[src/rtl/bssid_mask_filter.sv]
module bssid_mask_filter #(
  parameter int ID_W   = 48,
  parameter int WORD_W = 32
) (
  input  logic              clk,
  input  logic              rst_n,
  input  logic              reg_wr_en,
  input  logic [1:0]        reg_addr,
  input  logic [WORD_W-1:0] reg_wdata,
  input  logic [1:0]        reg_rd_addr,
  output logic [WORD_W-1:0] reg_rdata,
  input  logic              frm_valid,
  input  logic [ID_W-1:0]   frm_bssid,
  output logic              acc_valid,
  output logic              acc_match
);
  localparam int HI_W = ID_W - WORD_W;

  logic [WORD_W-1:0] addr_lo, addr_hi, msk_lo;
  logic [HI_W-1:0]   msk_hi;
  logic [ID_W-1:0]   own_id, sel;
  logic              hit;

  assign own_id = {addr_hi[HI_W-1:0], addr_lo};
  assign sel    = {msk_hi, msk_lo};
  assign hit    = ((frm_bssid ^ own_id) & sel) == '0;

  always_ff @(posedge clk) begin
    if (!rst_n) begin
      addr_lo <= '0;
      addr_hi <= '0;
      msk_lo  <= '0;
      msk_hi  <= '0;
    end else if (reg_wr_en) begin
      case (reg_addr)
        2'd0: addr_lo <= reg_wdata;
        2'd1: addr_hi <= reg_wdata;
        2'd2: msk_lo  <= reg_wdata;
        default: msk_hi <= reg_wdata[HI_W-1:0];
      endcase
    end
  end

  always_ff @(posedge clk) begin
    if (!rst_n) begin
      acc_valid <= 1'b0;
      acc_match <= 1'b0;
    end else begin
      acc_valid <= frm_valid;
      acc_match <= frm_valid & hit;
    end
  end

  always_comb begin
    case (reg_rd_addr)
      2'd0: reg_rdata = addr_lo;
      2'd1: reg_rdata = addr_hi;
      2'd2: reg_rdata = msk_lo;
      default: reg_rdata = {{(WORD_W-HI_W){1'b0}}, msk_hi};
    endcase
  end

  AST_VALID_FOLLOWS: assert property (@(posedge clk) disable iff (!rst_n) frm_valid |=> acc_valid);
  AST_NO_STRAY_VALID: assert property (@(posedge clk) disable iff (!rst_n) !frm_valid |=> !acc_valid);
  AST_MATCH_QUIET: assert property (@(posedge clk) disable iff (!rst_n) !acc_valid |-> !acc_match);
  AST_OPEN_MASK: assert property (@(posedge clk) disable iff (!rst_n) (frm_valid && sel == '0) |=> acc_match);
  AST_FULL_MASK: assert property (@(posedge clk) disable iff (!rst_n)
    (frm_valid && sel == '1 && frm_bssid != own_id) |=> !acc_match);
  AST_CTRL_KEPT: assert property (@(posedge clk) disable iff (!rst_n)
    (reg_wr_en && reg_addr != 2'd1) |=> $stable(addr_hi));
endmodule

[config.mk]
export PLATFORM = sky130hd
export DESIGN_NAME = bssid_mask_filter
export DESIGN_NICKNAME = d
export VERILOG_FILES = /design/src/rtl/bssid_mask_filter.sv
export SDC_FILE = /design/constraint.sdc
export NUM_CORES = 1
export LEC_CHECK = 0
export ABC_AREA = 0
export ABC_CLOCK_PERIOD_IN_PS = 1700
export BUFFER_PORTS_ARGS = -buffer_cell sky130_fd_sc_hd__buf_2
export CORE_ASPECT_RATIO = 1.1
export CORE_UTILIZATION = 51
export CTS_BUF_LIST = sky130_fd_sc_hd__clkbuf_2 sky130_fd_sc_hd__clkbuf_4 sky130_fd_sc_hd__clkbuf_8
export CTS_CLUSTER_DIAMETER = 200
export DETAILED_ROUTE_END_ITERATION = 8
export PLACE_DENSITY = 0.86
export SETUP_SLACK_MARGIN = 0.2
export SKIP_LAST_GASP = 1
export SYNTH_ARGS = -nofsm -noshare
export SYNTH_HDL_FRONTEND = slang
export SYNTH_SLANG_ARGS = --single-unit
[constraint.sdc]
create_clock -name clk -period 1.7 [get_ports clk]
set_input_delay 0.255 -clock clk [delete_from_list [all_inputs] [get_ports clk]]
set_output_delay 0.255 -clock clk [all_outputs]
set_load 0.01 [all_outputs]
==> flow_summary.ini <==
[clock_tree]
clk_latency_ps = 450
ctsHtreeMaxLevel = 4
cts_buffer_depth = 2
cts_tree = yes
cts_sinks = 114
root_buffer = clkbuf_8
cts_buffers = 17
clk_pin_slew_ps = 70

[layout]
drive_gt1_share_pct = 41.8
stdcell_count = 974
fillCellCount = 708
diodes = 0
nets = 906
postLayoutCellArea_mm2 = 0.00746
areaGrowthSynthToFinish_pct = 34.1

[detailed_routing]
vias_per_cell = 5.79
drtIter0Drc = 454
drc = 0
drt-total-wl_mm = 18.7
routedWlPerCell_um = 19.2
drtPass1Iterations = 6
vias = 5640
ant_nets = 0

[synthesis]
seq_area_frac_synth_pct = 41.0
netlist.area_leader.share_pct = 41.0
synth_cell_types = 29
yosys.area.top_type = dfxtp_1
syn_inst = 648
synth_seq_cells = 114
synth_nets = 736
synth_edf_count = 0
synth_area_leaders = dfxtp_1, nand2_1, a21boi_0
synthArstFlopShare_pct = 0
ys_warn_count = 0
synth_common_cells = nand2_1, dfxtp_1, a21boi_0, xor2_1, clkbuf_1
ys.flop_type = dfxtp_1
netlist_area_mm2 = 0.00557
syn_area_per_cell_um2 = 8.59
yosysMostFrequentCell = nand2_1

[critical_path]
crit_path_start_kind = register
required_ps = 1440
worstReg2RegStart = addr_hi[15]$_SDFFE_PN0P_
path_class = register to output port
arrival_ps = 1440
end_kind = output port
r2r_slack_ps = 120
r2r_cells = 6
crit_end = reg_rdata[7]
crit_start = msk_hi[7]$_SDFFE_PN0P_
crit_path_max_fanout = 3
timing.rr.end = acc_match$_SDFF_PN0_

[sta]
hold_viol_final = 0
slew_viol_final = 0
fmax_mhz = 591
rsz0062_at_grt = yes
fin_tns_setup_ps = 0
finalSetupViolCount = 0
worst_pin_slew_ps = 424
period_minus_slack_ps = 1690
period_share_pct = 99.5
timing.final.ws_setup_ps = 8.68
skew_ps = 7.83
slew_headroom_pct = 71.7
worst_hold_slack_ps = 35.2

[grt]
grt_max_degree = 113
grt_first_pass_wirelength_mm = 28.1
antenna_found_initial = 0
grtUsageTotal_pct = 32.9
grt_overflow = 0
grt_pass1_vias = 5547

[pwr]
power-per-cell-area_mw_per_mm2 = 851
ir_drop_mv = 0.420
leakage_nw = 3.18

[floorplanning]
rows = 39
core_area_mm2 = 0.0105
io_pins = 122
start_util_pct = 53.0
die_y_um = 112
die_w_um = 102
dieArea_mm2 = 0.0113

[hold_path]
worstHoldPathCells = 2
hp-class = input pin to register

[placed_design]
place.gp.congestion = 0.826
dp_slack_ps = 107
placed_cell_area_mm2 = 0.00641
io_buffers = 121
dp.cells = 891
hpwl_mm = 11.6

[outcome]
status = finished, final reports clean

[run]
drv_cap = 0
metal layers:
metal | wire (um) | track usage [%] | vias to the layer above | share of wire, %
li1 | - | - | 2530 | -
met1 | 7200 | 38.3 | 2660 | 38
met2 | 8870 | 52.4 | 352 | 47
met3 | 1630 | 9.67 | 98 | 8.7
met4 | 1020 | 21.1 | 0 | 5.4
met5 | 0 | 0 | - | 0
where the power goes:
part / internal (mW) / leakage, nW / switching, mW
combinational: 0.405 / 2.00 / 0.473
sequential: 2.78 / 0.967 / 0.0655
clock: 1.53 / 0.220 / 1.10
worst min-delay path by stage:
stage	startpoint	to	slack, ps
final	frm_valid	acc_valid$_SDFF_PN0_	40
after global routing	frm_valid	acc_valid$_SDFF_PN0_	50
after global placement	addr_hi[25]$_SDFFE_PN0P_	addr_hi[25]$_SDFFE_PN0P_	440
after floorplan	reg_wdata[16]	addr_hi[16]$_SDFFE_PN0P_	390
after CTS	frm_valid	acc_valid$_SDFF_PN0_	20
after detailed placement	addr_hi[30]$_SDFFE_PN0P_	addr_hi[30]$_SDFFE_PN0P_	450
kinds of logic (layout without fill, tap and decap cells):
group / count (synthesis) / count (layout) / synth area share (%)
xor+xnor: 48 / 48 / 7.55
compound gates: 152 / 152 / 20.3
simple gates: 256 / 256 / 18.2
flops: 114 / 114 / 41.0
buf+inv: 46 / 229 / 3.55
mux: 32 / 32 / 9.35
state kept, by name (all words and copies together), names as in the netlist:
signal and cells:
msk_hi 16, msk_lo 32, acc_valid 1, acc_match 1, addr_lo 32, addr_hi 32
critical path: stages, from the launching register on:
cell,delay (ps)
dfxtp_2,340
mux4_2,510
buf_6,140
layout by cell type (no fill, tap or decap), drive strengths merged:
cell | synthesis | layout
buf | 20 | 196
and3b | 1 | 1
a22o | 9 | 9
or3b | 1 | 1
mux2i | 16 | 16
nand2 | 241 | 241
o21ai | 16 | 16
and3 | 1 | 1
and2 | 1 | 1
nand3b | 1 | 1
or2 | 1 | 1
nand3 | 2 | 2
nor2 | 1 | 1
xor2 | 48 | 48
a22oi | 4 | 4
nor3b | 1 | 1
clkinv | 0 | 2
nor2b | 1 | 1
a221oi | 9 | 9
bufinv | 0 | 1
nor4 | 1 | 1
mux4 | 16 | 16
a21boi | 113 | 113
a222oi | 1 | 1
nand4 | 3 | 3
clkbuf | 26 | 30
dfxtp | 114 | 114
cell type report:
class	instances	area, um^2	area share (%)
Tap cell	143	179	2.40
Multi-Input combinational cell	488	3140	42.0
Sequential cell	114	2390	32.1
Timing Repair Buffer	197	1340	18.0
Clock inverter	3	40.0	0.537
Clock buffer	29	374	5.01
what timing repair did:
action | in CTS | in global routing
hold buffers | 0 | 0
resized for setup | 94 | 33
pin swaps | 6 | 10
setup buffers | 38 | 13
endpoints found under the setup margin | 29 | 29
metrics by stage:
step	total power [mW]	util [%]
2_1_floorplan	3.27	-
3_3_place_gp	3.60	61.1
3_5_place_dp	3.62	61.1
4_1_cts	6.26	69.6
5_1_grt	6.54	71.1
6_report	6.35	71.1
Power figures use the tool's default switching activity.
